--- src/rtl/i2c_slv_pkg.sv ---
package i2c_slv_pkg;

  localparam int BYTE_W = 8;
  localparam int ADDR_W = 7;

  localparam logic [7:0] SC_ADDR_WR  = 8'h60;
  localparam logic [7:0] SC_GCALL    = 8'h70;
  localparam logic [7:0] SC_RX_ACK   = 8'h80;
  localparam logic [7:0] SC_RX_NACK  = 8'h88;
  localparam logic [7:0] SC_GRX_ACK  = 8'h90;
  localparam logic [7:0] SC_GRX_NACK = 8'h98;
  localparam logic [7:0] SC_STOPPED  = 8'hA0;
  localparam logic [7:0] SC_ADDR_RD  = 8'hA8;
  localparam logic [7:0] SC_TX_ACK   = 8'hB8;
  localparam logic [7:0] SC_TX_NACK  = 8'hC0;
  localparam logic [7:0] SC_TX_LAST  = 8'hC8;
  localparam logic [7:0] SC_IDLE     = 8'hF8;

  typedef enum logic [2:0] {M_IDLE, M_ADDR, M_RX, M_TX, M_HOLD} mode_t;

  function automatic logic addr_hit(input logic [BYTE_W-1:0] b,
                                    input logic [ADDR_W-1:0] own,
                                    input logic gce, input logic acken);
    return acken && ((b[7:1] == own) || (b == '0 && gce));
  endfunction

  function automatic logic [7:0] addr_code(input logic gc, input logic rd);
    return gc ? SC_GCALL : (rd ? SC_ADDR_RD : SC_ADDR_WR);
  endfunction

  function automatic logic [7:0] rx_code(input logic gc, input logic acked);
    if (gc) return acked ? SC_GRX_ACK : SC_GRX_NACK;
    return acked ? SC_RX_ACK : SC_RX_NACK;
  endfunction

  function automatic logic [7:0] tx_code(input logic m_ack, input logic last);
    if (!m_ack) return SC_TX_NACK;
    return last ? SC_TX_LAST : SC_TX_ACK;
  endfunction

  function automatic logic ends_session(input logic [7:0] code);
    return (code == SC_RX_NACK) || (code == SC_GRX_NACK) ||
           (code == SC_TX_NACK) || (code == SC_TX_LAST);
  endfunction

  function automatic logic sends_next(input logic [7:0] code);
    return (code == SC_ADDR_RD) || (code == SC_TX_ACK);
  endfunction

endpackage

--- src/rtl/i2c_line_sync.sv ---
module i2c_line_sync #(
  parameter int STAGES = 2
) (
  input  logic clk,
  input  logic rst_n,
  input  logic scl_i,
  input  logic sda_i,
  output logic sda_s,
  output logic scl_rise,
  output logic scl_fall,
  output logic start_det,
  output logic stop_det
);
  localparam int DEPTH = STAGES + 1;

  logic [DEPTH-1:0] scl_q, sda_q;

  always_ff @(posedge clk or negedge rst_n) begin
    if (!rst_n) begin
      scl_q <= '1;
      sda_q <= '1;
    end else begin
      scl_q <= {scl_q[DEPTH-2:0], scl_i};
      sda_q <= {sda_q[DEPTH-2:0], sda_i};
    end
  end

  logic scl_now, scl_old, sda_old;
  assign scl_now  = scl_q[STAGES-1];
  assign scl_old  = scl_q[STAGES];
  assign sda_s    = sda_q[STAGES-1];
  assign sda_old  = sda_q[STAGES];

  assign scl_rise  = scl_now & ~scl_old;
  assign scl_fall  = ~scl_now & scl_old;
  assign start_det = scl_now & scl_old & sda_old & ~sda_s;
  assign stop_det  = scl_now & scl_old & ~sda_old & sda_s;
endmodule

--- src/rtl/i2c_slv_flag.sv ---
module i2c_slv_flag (
  input  logic clk,
  input  logic rst_n,
  input  logic set_i,
  input  logic clr_i,
  input  logic drop_i,
  input  logic en_i,
  output logic flag_o,
  output logic irq_o
);
  always_ff @(posedge clk or negedge rst_n) begin
    if (!rst_n)      flag_o <= 1'b0;
    else if (drop_i) flag_o <= 1'b0;
    else if (set_i)  flag_o <= 1'b1;
    else if (clr_i)  flag_o <= 1'b0;
  end

  assign irq_o = flag_o & en_i;

  AST_DROP_CLEARS: assert property (@(posedge clk) disable iff (!rst_n)
    drop_i |=> !flag_o);
endmodule

--- src/rtl/i2c_ack_slave.sv ---
module i2c_ack_slave
  import i2c_slv_pkg::*;
#(
  parameter int SYNC_STAGES = 2
) (
  input  logic              clk,
  input  logic              rst_n,
  input  logic [ADDR_W-1:0] own_addr,
  input  logic              gc_en,
  input  logic              ack_en,
  input  logic [BYTE_W-1:0] tx_byte,
  input  logic              flag_clr,
  input  logic              stop_req,
  input  logic              irq_en,
  output logic [BYTE_W-1:0] rx_byte,
  output logic [7:0]        status,
  output logic              irq_flag,
  output logic              irq,
  input  logic              scl_i,
  input  logic              sda_i,
  output logic              scl_oe,
  output logic              sda_oe
);
  localparam int CNT_W = $clog2(BYTE_W + 2);
  localparam logic [CNT_W-1:0] BIT_LAST = CNT_W'(BYTE_W);
  localparam logic [CNT_W-1:0] BIT_ACK  = CNT_W'(BYTE_W + 1);

  logic sda_s, scl_rise, scl_fall, start_det, stop_det;

  i2c_line_sync #(.STAGES(SYNC_STAGES)) u_sync (
    .clk(clk), .rst_n(rst_n), .scl_i(scl_i), .sda_i(sda_i),
    .sda_s(sda_s), .scl_rise(scl_rise), .scl_fall(scl_fall),
    .start_det(start_det), .stop_det(stop_det));

  mode_t             mode_q, nx_mode;
  logic [CNT_W-1:0]  cnt_q, nx_cnt;
  logic [BYTE_W-1:0] sh_q, nx_sh, rx_q, nx_rx;
  logic [7:0]        stat_q, nx_stat;
  logic sda_q, nx_sda, gc_q, nx_gc, rw_q, nx_rw, ackb_q, nx_ackb;
  logic last_q, nx_last, mack_q, nx_mack;
  logic ev_set, ev_clr, addressed, hit, hold_q;

  assign addressed = (mode_q == M_RX) || (mode_q == M_TX);
  assign hit       = addr_hit(sh_q, own_addr, gc_en, ack_en);

  always_comb begin
    nx_mode = mode_q;  nx_cnt = cnt_q;   nx_sh = sh_q;    nx_rx = rx_q;
    nx_stat = stat_q;  nx_sda = sda_q;   nx_gc = gc_q;    nx_rw = rw_q;
    nx_ackb = ackb_q;  nx_last = last_q; nx_mack = mack_q;
    ev_set  = 1'b0;    ev_clr = 1'b0;
    if (stop_req) begin
      nx_mode = M_IDLE; nx_sda = 1'b0; nx_stat = SC_IDLE; nx_cnt = '0;
    end else if (start_det || stop_det) begin
      if (addressed) begin
        nx_stat = SC_STOPPED; ev_set = 1'b1;
      end
      nx_mode = start_det ? M_ADDR : M_IDLE;
      nx_cnt  = '0;
      nx_sda  = 1'b0;
    end else if (scl_rise) begin
      if (mode_q inside {M_ADDR, M_RX, M_TX}) begin
        if (cnt_q < BIT_LAST && mode_q != M_TX) nx_sh = {sh_q[BYTE_W-2:0], sda_s};
        if (cnt_q == BIT_LAST && mode_q == M_TX) nx_mack = !sda_s;
        nx_cnt = cnt_q + 1'b1;
      end
    end else if (scl_fall) begin
      case (mode_q)
        M_ADDR: begin
          if (cnt_q == BIT_LAST) begin
            if (hit) begin
              nx_sda = 1'b1; nx_gc = (sh_q[7:1] == '0); nx_rw = sh_q[0];
            end else begin
              nx_mode = M_IDLE;
            end
          end else if (cnt_q == BIT_ACK) begin
            nx_sda = 1'b0; nx_stat = addr_code(gc_q, rw_q); ev_set = 1'b1;
            nx_mode = M_HOLD; nx_cnt = '0;
          end
        end
        M_RX: begin
          if (cnt_q == BIT_LAST) begin
            nx_sda = ack_en; nx_ackb = ack_en;
          end else if (cnt_q == BIT_ACK) begin
            nx_sda = 1'b0; nx_rx = sh_q; nx_stat = rx_code(gc_q, ackb_q);
            ev_set = 1'b1; nx_mode = M_HOLD; nx_cnt = '0;
          end
        end
        M_TX: begin
          if (cnt_q != '0 && cnt_q < BIT_LAST) begin
            nx_sh = {sh_q[BYTE_W-2:0], 1'b0}; nx_sda = !sh_q[BYTE_W-2];
          end else if (cnt_q == BIT_LAST) begin
            nx_sda = 1'b0;
          end else if (cnt_q == BIT_ACK) begin
            nx_stat = tx_code(mack_q, last_q); ev_set = 1'b1;
            nx_mode = M_HOLD; nx_cnt = '0;
          end
        end
        default: ;
      endcase
    end
    if (flag_clr && irq_flag && !ev_set && !stop_req) begin
      ev_clr = 1'b1;
      if (mode_q == M_HOLD) begin
        nx_cnt = '0;
        if (ends_session(stat_q)) begin
          nx_mode = M_IDLE; nx_stat = SC_IDLE;
        end else if (sends_next(stat_q)) begin
          nx_mode = M_TX; nx_sh = tx_byte; nx_sda = !tx_byte[BYTE_W-1];
          nx_last = !ack_en;
        end else begin
          nx_mode = M_RX;
        end
      end else if (stat_q == SC_STOPPED) begin
        nx_stat = SC_IDLE;
      end
    end
  end

  always_ff @(posedge clk or negedge rst_n) begin
    if (!rst_n) begin
      mode_q <= M_IDLE; cnt_q <= '0; sh_q <= '0; rx_q <= '0;
      stat_q <= SC_IDLE; sda_q <= 1'b0; gc_q <= 1'b0; rw_q <= 1'b0;
      ackb_q <= 1'b0; last_q <= 1'b0; mack_q <= 1'b0; hold_q <= 1'b0;
    end else begin
      mode_q <= nx_mode; cnt_q <= nx_cnt; sh_q <= nx_sh; rx_q <= nx_rx;
      stat_q <= nx_stat; sda_q <= nx_sda; gc_q <= nx_gc; rw_q <= nx_rw;
      ackb_q <= nx_ackb; last_q <= nx_last; mack_q <= nx_mack;
      hold_q <= (mode_q == M_HOLD);
    end
  end

  i2c_slv_flag u_flag (
    .clk(clk), .rst_n(rst_n), .set_i(ev_set), .clr_i(ev_clr),
    .drop_i(stop_req), .en_i(irq_en), .flag_o(irq_flag), .irq_o(irq));

  assign scl_oe  = hold_q;
  assign sda_oe  = sda_q;
  assign status  = stat_q;
  assign rx_byte = rx_q;

  AST_HOLD_NEEDS_FLAG: assert property (@(posedge clk) disable iff (!rst_n)
    scl_oe |-> $past(irq_flag));
  AST_NO_ACK_WHEN_OFF: assert property (@(posedge clk) disable iff (!rst_n)
    (mode_q == M_ADDR && $rose(sda_q)) |-> $past(ack_en));
  AST_RX_ACK_FOLLOWS_EN: assert property (@(posedge clk) disable iff (!rst_n)
    (mode_q == M_RX && $rose(sda_q)) |-> $past(ack_en));
  AST_IDLE_IS_F8: assert property (@(posedge clk) disable iff (!rst_n)
    (mode_q == M_IDLE && !irq_flag) |-> stat_q == SC_IDLE);
  AST_STATUS_RAISES_FLAG: assert property (@(posedge clk) disable iff (!rst_n)
    (stat_q != $past(stat_q) && stat_q != SC_IDLE) |-> irq_flag);
  AST_ABORT_IDLE: assert property (@(posedge clk) disable iff (!rst_n)
    stop_req |=> (stat_q == SC_IDLE && !sda_oe));
endmodule

--- config.mk ---
export PLATFORM = sky130hd
export DESIGN_NAME = i2c_ack_slave
export DESIGN_NICKNAME = d
export VERILOG_FILES = /design/src/rtl/i2c_slv_pkg.sv /design/src/rtl/i2c_line_sync.sv /design/src/rtl/i2c_slv_flag.sv /design/src/rtl/i2c_ack_slave.sv
export SDC_FILE = /design/constraint.sdc
export NUM_CORES = 1
export LEC_CHECK = 0
export BUFFER_PORTS_ARGS = -buffer_cell sky130_fd_sc_hd__clkbuf_2
export CAP_MARGIN = 10
export CORE_MARGIN = 8
export CORE_UTILIZATION = 60
export CTS_CLUSTER_DIAMETER = 50
export CTS_CLUSTER_SIZE = 40
export DETAILED_ROUTE_END_ITERATION = 16
export PLACE_DENSITY = 0.85
export SLEW_MARGIN = 10
export SYNTH_ARGS = -nofsm -noshare
export SYNTH_HDL_FRONTEND = slang
export SYNTH_HIERARCHICAL = 1
export SYNTH_SLANG_ARGS = --single-unit
--- constraint.sdc ---
create_clock -name clk -period 4 [get_ports clk]
set_clock_uncertainty 0.15 [all_clocks]
set_input_delay 0.8 -clock clk [delete_from_list [all_inputs] [get_ports clk]]
set_output_delay 0.8 -clock clk [all_outputs]
set_load 0.005 [all_outputs]
# Yosys cells after proc, flatten, opt, wreduce, memory -nomap -nowiden
# Cells that the tools add are included.
# totals
output_inout_bits	20
mem_count	0
ram_bits	0
latchBits	0
mem_bits_ro	0
reg_bits	45
input_bits	24
# op_classes
magnitude_cmp	1
reduce_logical	32
shifts	0
n_mul	0
bitwise	17
eq_ne	15
n_div	0
muxes	109
addsub	1
# ops
cell	n
8-bit two-way mux	34
8-bit equality test, second input constant	7
4-bit two-way mux	12
1-bit two-way mux	45
3-bit two-way mux	11
8-bit one-hot mux with 3 select lines	1
7-bit AND reduction	2
1-bit inverter	9
3-bit one-hot mux with 3 select lines	1
1-bit bitwise AND	8
4-bit equality test, second input constant	2
1-bit logical AND	8
8-bit zero test	1
4-bit one-hot mux with 2 select lines	1
7-bit equality test	1
7-bit zero test	1
1-bit logical OR	7
7-bit two-way mux	1
3-bit by 2-bit equality test with 1-bit output, second input constant	2
1-bit zero test	6
6-bit AND reduction	1
3-bit nonzero test	2
5-bit AND reduction	1
4-bit by 1-bit adder with 4-bit output, second input constant	1
10 further kinds	10

# Longest topological paths before layout
# Gate-level depths: netlist (run 1).
# logic_depth
depth_word	21
ltp_mapped	8
depth_no_buf	8

# Hierarchy
# The synthesis (run 1) kept the hierarchy.
# by_module_without_submodules
mod	area_each_um2	cells_per_inst	n_inst
i2c_ack_slave	2243.4	235	1
i2c_line_sync	190.2	10	1
i2c_slv_flag	50.0	5	1

# Worst setup path before layout (run 1)
# Ideal clock, no wire load.
# synth_path
path_kind	flip-flop to flip-flop
startpoint	register u_sync.scl_q[2]
endpoint	register stat_q[6], in the netlist status[6]
path_slack_ns	1.626
stages_incl_launch_ff	7
path_buffers	0
synth_period_minus_slack_ns	2.374
required_ns	3.745
arrival_time_ns	2.119
setup_ns	0.105
cell_sequence	dfstp_2 -> nor2b_1 -> or3b_2 -> nor4_2 -> a21oi_1 -> a31oi_4 -> o311ai_0
# synth_lines
item	line	source
from (decl)	i2c_line_sync.sv:16	logic [DEPTH-1:0] scl_q, sda_q;
from (signal assigned)	i2c_line_sync.sv:23	scl_q <= {scl_q[DEPTH-2:0], scl_i};
1-bit bitwise AND *	i2c_line_sync.sv:35	assign scl_fall = ~scl_now & scl_old;
via scl_fall	i2c_ack_slave.sv:28	logic sda_s, scl_rise, scl_fall, start_det, stop_det;
1-bit two-way mux	i2c_ack_slave.sv:66	end else if (scl_fall) begin
1-bit two-way mux	i2c_ack_slave.sv:60	end else if (scl_rise) begin
1-bit two-way mux	i2c_ack_slave.sv:53	end else if (start_det || stop_det) begin
1-bit two-way mux	i2c_ack_slave.sv:51	if (stop_req) begin
1-bit zero test	i2c_ack_slave.sv:101	if (flag_clr && irq_flag && !ev_set && !stop_req) begin
1-bit logical AND (2 in a row)	i2c_ack_slave.sv:101	
8-bit two-way mux *	i2c_ack_slave.sv:101	
via nx_stat[6]	i2c_ack_slave.sv:38	logic [7:0] stat_q, nx_stat;
to (signal assigned)	i2c_ack_slave.sv:126	stat_q <= nx_stat; sda_q <= nx_sda; gc_q <= nx_gc; rw_q <= nx_rw;
to (decl)	i2c_ack_slave.sv:38	
# The timed path passes the listed nets; every way through them passes the cells marked *.
# A chain may end at the register's enable or synchronous reset.

# Final worst setup path (run 1)
# Same ends and word-level chain as after synthesis.

==> out/metrics.cfg, run 1 <==
[run_status]
status = finished, final reports clean

[grt]
grt_pass1_vias = 2172
grtUsageTotal_pct = 20.37
grt_antenna_before_repair = 0
grt_use_met1_pct = 24.61
grt_busiest_layer = met2
grt-ovfl-total = 0
use_met3_pct = 5.469
grt_max_degree = 46
grt_pass1_wl_microns = 10380
met2_usage_pct = 33.44

[sta]
tns_ps = 0
rsz0062_at_grt = false
fin_ws_ps = 1336
maxSlewViolCount = 0
finalCritPeriodShare_pct = 66.59
tightestPinTransition_ps = 997.3
setup_viol = 0
hold_ws_ps = 211.1
max_freq_mhz = 375.4
min_period_ps = 2664
slew-limit-headroom_pct = 33.51
finalHoldViolCount = 0

[setup_path]
crit_type = register to register
cp_max_fo = 8
startpoint_type = register
cp_num_buf_inv = 0
crit_path_top_delay_cell = dfstp_2
cp_cell_sequence = nor2b_1, or3b_2, nor4_2, a21oi_1, a31oi_4, o311ai_0
worstSetupStartpoint = u_sync/scl_q[2]
crit_path_end_kind = register
cp.required_ps = 4070
r2r_cells = 6
crit_family = simple AND/OR/NAND/NOR gates
r2r_start = u_sync/scl_q[2]
r2r_end = status[6]
cpPeakStageDelay_ps = 550
cp.arrival_ps = 2730
r2r_slack_ps = 1340

[die]
die_h_microns = 80.34
initial_core_util_pct = 62.09
ios = 44
core-area_sq_um = 4000
rows = 23
dieArea_sq_um = 6455
die_x_microns = 80.34

[clock_network]
clockBufferDepth = 2
clock_sink_count = 45
numCtsBuffers = 5
cts_root_buf = clkbuf_8
clk_pin_slew_ps = 90
worstSkewPairLatency_ps = 300
post_cts_buffers = 0
holdBufCountCts = 0
h-tree-depth = 2
cts_resized = 0
cts_tree = done

[cells_and_area]
area_delta_synth_final_pct = 13.70
drive_above_1_share_pct = 27.46
final_util_pct = 70.60
n_antenna_cell = 0
postLayoutCellArea_sq_um = 2824
fin_nets = 321

[synthesis]
syn_nets = 277
synth_top_cell_area_share_pct = 34.26
ys_ff_latch = 45
yosys_most_used_dff = dfrtp_1
ys_warn_count = 6
yosysSeqAreaShare_pct = 45.89
syn-mean-instance-area_sq_um = 9.935
synth.largest_area_cell = dfrtp_1
synth_area_sq_um = 2484
synth_cells = 250
synth_edf_count = 0
async_flop_share_pct = 100.0
yosys-top-cells-area = dfrtp_1 34%, dfstp_2 12%, mux2_2 5.0%
synth.distinct_cells = 56

[routing]
ant_nets = 0
vias = 2074
wl_microns = 6039
drt_drc_violations_left = 0
drt_iter0_drc = 135
first_pass_iters = 4
routedWlPerCell_microns = 17.50
vias_per_cell = 6.012

[hold_path]
hold_path_class = register to register
worst_hold_path.endpoint = u_sync/scl_q[1]
min_from = u_sync/scl_q[0]
holdPathStages = 0

[place]
gp_congestion = 0.9285
dp_hpwl_microns = 4546
post-place-ws_ps = 1345
port_buffers = 43
place_area_sq_um = 2726

[flow_run]
max_cap_viol_count = 0

[power]
peakVddDrop_mv = 0.2336
power_leakage_nw = 1.263
powerDensity_nw_per_um2 = 293.9

## synth_stat cells (all sizes together) (4+ instances only)
| library cell | count |
|---|---|
| a21oi | 8 |
| and3 | 4 |
| clkbuf | 4 |
| dfrtp | 34 |
| dfstp | 11 |
| inv | 11 |
| mux2 | 11 |
| mux2i | 9 |
| nand2 | 23 |
| nand2b | 7 |
| nand3 | 10 |
| nand3b | 5 |
| nand4 | 4 |
| nor2 | 19 |
| nor2b | 5 |
| nor3 | 6 |
| nor4 | 5 |
| o21ai | 20 |
| xnor2 | 9 |
## layout make-up
class	instances	area, sq um
Tap cell	50	62.56
Sequential cell	45	1140
Fill cell	314	1176
Clock inverter	3	28.78
Timing Repair Buffer	44	222.7
Inverter	11	41.29
Multi-Input combinational cell	187	1260
Clock buffer	5	68.82
## power by group
group | switching (mW) | internal [mW] | total, mW
Combinational | 0.0319 | 0.0214 | 0.0533
Sequential | 0.00671 | 0.464 | 0.470
Clock | 0.174 | 0.132 | 0.306
Total | 0.213 | 0.617 | 0.830
## worst max path at each step
stage | to | depth (start not counted)
after floorplan | status[6] | 6
after global placement | status[6] | 6
after detailed placement | status[6] | 6
after CTS | status[6] | 6
after global routing | status[1] | 6
final | status[6] | 6
## routing by layer
layer	wire (microns)	up-vias
li1	-	991
met1	2525	995
met2	2911	74
met3	472	14
met4	129	0
met5	0	-
## worst reg2reg max path: cells and delay by family (launching register included)
kind            cells  cell delay, ps
flops               1             550
compound gates      3             760
simple gates        3            1110
## per-stage QoR
step           std cells  power, mW
2_1_floorplan        250     0.5018
3_3_place_gp         337     0.5308
3_5_place_dp         337     0.5320
4_1_cts              345     0.8377
5_1_grt              345     0.8649
6_report             345     0.8298
## layout by cell type, fill, tap and decap left out, types with 5 or more instances in the layout
cell / count
a21oi_1: 7
clkbuf_2: 42
clkbuf_8: 5
dfrtp_1: 34
dfstp_2: 11
inv_1: 11
mux2_2: 11
mux2i_1: 9
nand2_1: 23
nand2b_1: 7
nand3_1: 10
nand3b_1: 5
nor2_1: 19
nor2b_1: 5
nor3_1: 6
o21ai_0: 19
xnor2_1: 9
## logic make-up after synthesis
kind of cell             synth area share [%]
adder cells (fa/ha/maj)                 1.915
flip-flops                              45.89
buffers and inverters                   3.375
AO/OA/AOI/OAI                           13.70
multiplexers                            8.615
AND/OR/NAND/NOR                         22.97
XOR/XNOR                                3.527
## flip-flops by register name (all words and copies together) (netlist names)
register and count:
mode_q 3, u_flag/flag_o 1, last_q 1, ackb_q 1, sh_q 8, mack_q 1
scl_oe 1, rw_q 1, gc_q 1, sda_oe 1, cnt_q 4, status 8
rx_byte 8, u_sync/sda_q 3, u_sync/scl_q 3
Note: power is estimated with default switching activity, not from simulation.
==> run 2, diff against run 1 <==
- CORE_UTILIZATION: 60 -> 56
- PLACE_DENSITY: 0.85 -> 0.8
- clock period: 4 -> 2.5 ns (I/O delays scaled with it)
==> out/metrics.cfg, run 2 (same netlist as run 1, synthesis figures left out) <==
[clock_network]
holdBufCountCts = 0  ; unchanged
worstSkewPairLatency_ps = 300  ; about the same
clock_sink_count = 45  ; unchanged
clockBufferDepth = 2  ; unchanged
clk_pin_slew_ps = 90  ; about the same
numCtsBuffers = 5  ; unchanged
h-tree-depth = 2  ; unchanged
cts_root_buf = clkbuf_8
cts_tree = done

[power]
power_leakage_nw = 1.353  ; +7.1%
peakVddDrop_mv = 0.3325  ; +42%
power.total_mw = 1.349  ; +63%
powerDensity_nw_per_um2 = 454.3  ; +55%

[setup_path]
crit_path_end_kind = register
crit_path_top_delay_cell = dfstp_2
worstSetupStartpoint = u_sync/scl_q[2]
cp_cell_sequence = nor2b_2, or3b_2, nor4_4, a21oi_4, a31oi_4, o311ai_0
startpoint_type = register
cp_num_buf_inv = 0  ; unchanged
cp_max_fo = 8  ; unchanged
crit_type = register to register
cp.arrival_ps = 2440  ; -290 ps
cpPeakStageDelay_ps = 560  ; about the same
cp.required_ps = 2560  ; -1510 ps
crit_family = simple AND/OR/NAND/NOR gates
r2r_start = u_sync/scl_q[2]

[routing]
first_pass_iters = 4  ; unchanged
routedWlPerCell_microns = 17.61  ; +0.63%
vias_per_cell = 6.008  ; about the same
vias = 2169  ; +4.6%
drt_iter0_drc = 164  ; +21%
ant_nets = 0  ; unchanged
wl_microns = 6359  ; +5.3%
drt_drc_violations_left = 0  ; unchanged

[sta]
tightestPinTransition_ps = 555.6  ; -441.7 ps
slew-limit-headroom_pct = 62.96  ; +29 points
min_period_ps = 2384  ; -280.0 ps
finalCritPeriodShare_pct = 95.35  ; +29 points
fin_ws_ps = 116.3  ; -1220 ps
finalHoldViolCount = 0  ; unchanged
max_freq_mhz = 419.5  ; +12%
setup_viol = 0  ; unchanged
maxSlewViolCount = 0  ; unchanged
rsz0062_at_grt = false

[cells_and_area]
n_antenna_cell = 0  ; unchanged
area_delta_synth_final_pct = 19.55
fin_nets = 335  ; +4.4%
final_cell_mix = 43 x clkbuf_2, 34 x dfrtp_1, 23 x nand2_1
mostFrequentLayoutCell = clkbuf_2
drive_above_1_share_pct = 32.04  ; +4.6 points

[flow_run]
max_cap_viol_count = 0  ; unchanged

[die]
initial_core_util_pct = 57.44  ; -4.7 points
die_h_microns = 82.60  ; +2.8%
dieArea_sq_um = 6822  ; +5.7%
ios = 44  ; unchanged
rows = 24  ; +4.3%
core-area_sq_um = 4324  ; +8.1%
die_x_microns = 82.60  ; +2.8%

[grt]
grt_antenna_before_repair = 0  ; unchanged
grt_pass1_wl_microns = 10520  ; +1.4%
grt-ovfl-total = 0  ; unchanged
grtUsageTotal_pct = 19.93  ; -0.44 points
grt_max_degree = 46  ; unchanged
grt_pass1_vias = 2328  ; +7.2%

[hold_path]
hold_path_class = input pin to async pin

[place]
dp_hpwl_microns = 4758  ; +4.7%
port_buffers = 43  ; unchanged
post-place-ws_ps = -9.823  ; -1355 ps
gp_congestion = 1.023  ; +10%

[run_status]
status = finished, final reports clean

run 2: power breakdown:
part / internal (mW) / total (mW) / leakage [nW] / switching [mW]
Combinational: 0.0413 / 0.0961 / 0.719 / 0.0548
Sequential: 0.742 / 0.752 / 0.580 / 0.0104
Clock: 0.255 / 0.501 / 0.0549 / 0.246
Total: 1.04 / 1.35 / 1.35 / 0.311
run 2: through the flow:
stage / area [sq um] / hold slack, ps / instances / util (%) / TNS, ps
2_1_floorplan: 2484 / 54.41 / 250 / - / 0
3_3_place_gp: 2834 / 196.0 / 353 / 65.54 / 0
3_5_place_dp: 2834 / 199.1 / 353 / 65.54 / -9.823
4_1_cts: 2943 / 129.9 / 361 / 68.06 / 0
5_1_grt: 2969 / 119.3 / 361 / 68.66 / 0
6_report: 2969 / 118.5 / 361 / 68.66 / 0
run 2: path summary, 6_finish.rpt:
path,to,slack (ps),cells past startpoint
max in group asynchronous,u_sync/scl_q[1],1690,2
worst min-delay path,status[1],120,2
worst max-delay path,status[6],120,6
min in group clk,u_sync/sda_q[0],130,1
worst max register to register,status[6],120,6
worst min register to register,u_sync/sda_q[1],210,0
run 2: area by class of cell:
cell class	instances	area (sq um)
Multi-Input combinational cell	187	1290
Fill cell	360	1355
Tap cell	52	65.06
Sequential cell	45	1140
Inverter	11	41.29
Clock inverter	1	8.758
Clock buffer	7	96.34
Timing Repair Buffer	58	327.8
run 2: timing repair:
item                                    4_1_cts  5_1_grt
buffers inserted                              0        0
endpoints found under the setup margin        1       10
cloned                                        0        0
gates resized for setup                       1        5
pin swaps                                     0        2
run 2: worst register-to-register path: cells and delay by family, from the launching register on:
kind / cells / cell delay (ps)
flip-flops: 1 / 560
AND/OR/NAND/NOR: 3 / 940
AO/OA/AOI/OAI: 3 / 630
run 2: per-layer routing:
layer	wire length [microns]	global-route usage (%)	share of wire [%]	up-vias
met5	0	0	0	-
met4	178	9.483	2.8	0
met3	516	6.169	8.1	22
met2	3061	32.73	48	96
met1	2602	23.26	41	1043
li1	-	-	-	1008
==> run 3, diff against run 2 <==
- CORE_UTILIZATION: 56 -> 50
- PLACE_DENSITY: 0.8 -> 0.75
- clock period: 2.5 -> 2.1 ns (I/O delays scaled with it)
==> out/metrics.cfg, run 3 (same netlist as run 1, synthesis figures left out) <==
[die]
dieArea_sq_um = 7479  ; +9.6%
rows = 25  ; +4.2%
die_x_microns = 86.48  ; +4.7%
ios = 44  ; unchanged
initial_core_util_pct = 52.24  ; -5.2 points
core-area_sq_um = 4755  ; +10%
die_h_microns = 86.48  ; +4.7%

[setup_path]
r2r_slack_ps = -70  ; -180 ps
r2r_cells = 6  ; unchanged
crit_type = register to register
cpPeakStageDelay_ps = 550  ; about the same
r2r_start = u_sync/scl_q[2]
r2r_end = status[2]
crit_path_top_delay_cell = dfstp_2
cp.arrival_ps = 2250  ; -190 ps
cp_max_fo = 8  ; unchanged
startpoint_type = register
cp_cell_sequence = nor2b_4, or3b_4, nor4_4, a21oi_4, a31oi_4, and3_1
crit_path_end_kind = register
cp.required_ps = 2190  ; -370 ps

[sta]
finalHoldViolCount = 0  ; unchanged
slew-limit-headroom_pct = 62.49  ; -0.47 points
rsz0062_at_grt = true
finalCritPeriodShare_pct = 103.2  ; +7.9 points
max_freq_mhz = 461.4  ; +10%
setup_viol = 13  ; +13
maxSlewViolCount = 0  ; unchanged
tightestPinTransition_ps = 562.6  ; +7.036 ps
min_period_ps = 2167  ; -216.3 ps
fin_ws_ps = -67.39  ; -183.7 ps

[grt]
grt_max_degree = 46  ; unchanged
grt_pass1_vias = 2286  ; -1.8%
grt-ovfl-total = 0  ; unchanged
grt_antenna_before_repair = 0  ; unchanged
grt_pass1_wl_microns = 10790  ; +2.6%
grtUsageTotal_pct = 17.98  ; -2.0 points

[clock_network]
clockBufferDepth = 2  ; unchanged
clk_pin_slew_ps = 90  ; about the same
cts_root_buf = clkbuf_8
h-tree-depth = 2  ; unchanged
holdBufCountCts = 0  ; unchanged
numCtsBuffers = 5  ; unchanged
clock_sink_count = 45  ; unchanged
worstSkewPairLatency_ps = 300  ; about the same
cts_tree = done

[cells_and_area]
mostFrequentLayoutCell = buf_4
n_antenna_cell = 0  ; unchanged
fin_nets = 371  ; +11%
area_delta_synth_final_pct = 38.34
final_cells = 412  ; +14%
final.fill_count = 369  ; +2.5%
postLayoutCellArea_sq_um = 3436  ; +16%
final_cell_mix = 46 x buf_4, 43 x clkbuf_2, 34 x dfrtp_1
drive_above_1_share_pct = 44.35  ; +12 points

[place]
dp_hpwl_microns = 5036  ; +5.9%
place_area_sq_um = 3151  ; +11%
gp_congestion = 0.9428  ; -7.8%
port_buffers = 43  ; unchanged
dp_cells = 400  ; +13%

[routing]
ant_nets = 0  ; unchanged
vias_per_cell = 5.541  ; -7.8%
drt_drc_violations_left = 0  ; unchanged
first_pass_iters = 4  ; unchanged
vias = 2283  ; +5.3%
routedWlPerCell_microns = 16.65  ; -5.5%
drt_iter0_drc = 138  ; -16%
wl_microns = 6859  ; +7.9%

[power]
powerDensity_nw_per_um2 = 494.2  ; +8.8%
power_leakage_nw = 1.583  ; +17%
peakVddDrop_mv = 0.5542  ; +67%

[run_status]
status = finished, violations left
violations = negative setup slack

[flow_run]
max_cap_viol_count = 0  ; unchanged

[hold_path]
hold_path_class = input pin to async pin

## run 3: cell count changes in the layout (fill, tap and decap cells not counted), sizes merged
cell,change
buf,+35
bufinv,+1
clkbuf,-1
clkinv,+1
clkinvlp,+1
inv,-1
## run 3: power by group
group	switching, mW	internal [mW]
clock	0.302	0.356
sequential	0.0110	0.883
combinational	0.0786	0.0677
## run 3: metrics by stage
stage / hold WS [ps] / util (%) / power (mW) / setup slack [ps] / TNS (ps)
floorplan: -25.59 / - / 0.9603 / -131.0 / -137.5
global placement: 195.3 / 66.26 / 1.039 / -59.84 / -708.3
detailed placement: 198.4 / 66.26 / 1.042 / -144.3 / -1392
CTS: 38.49 / 69.29 / 1.702 / -80.32 / -624.7
global route: 31.60 / 72.26 / 1.753 / -142.7 / -1783
finish: 36.91 / 72.26 / 1.698 / -67.39 / -447.8
## run 3: area by class of cell
class                      count  area [sq um]  share of cell area [%]
clock buffer                   5         68.82                   2.003
clock inverter                 3         46.29                   1.347
inverter                      11         41.29                   1.202
multi-input combinational    187          1434                   41.73
sequential                    45          1140                   33.18
tap                           67         83.83                   2.440
timing repair buffer          94         621.8                   18.10
## run 3: how the worst max path moves through the flow
stage,slack (ps),start,to,cells after the start
5_1_grt,-140,u_sync/scl_q[2],status[6],6
3_5_place_dp,-140,u_sync/scl_q[2],status[6],6
2_1_floorplan,-130,status[7],sda_oe,6
3_3_place_gp,-60,u_sync/scl_q[2],rx_byte[0],7
4_1_cts,-80,status[7],sda_oe,5
6_report,-70,u_sync/scl_q[2],status[2],6
## run 3: repair_timing
| action | 4_1_cts | 5_1_grt |
|---|---|---|
| resized for setup | 7 | 31 |
| endpoints found under the setup margin | 26 | 32 |
| setup buffers | 1 | 3 |
| gates cloned | 0 | 1 |
| pin swaps | 4 | 12 |
## run 3: metal layers
| metal | track usage (%) | wire [microns] |
|---|---|---|
| met5 | 0 | 0 |
| met4 | 6.573 | 163 |
| met1 | 23.09 | 3042 |
| met3 | 4.537 | 504 |
| met2 | 28.40 | 3148 |
## run 3: worst max-delay path: cells and delay by family (launching register included)
kind / cells / cell delay, ps
AND/OR/NAND/NOR: 4 / 1030
AO/OA/AOI/OAI: 2 / 370
flip-flops: 1 / 550
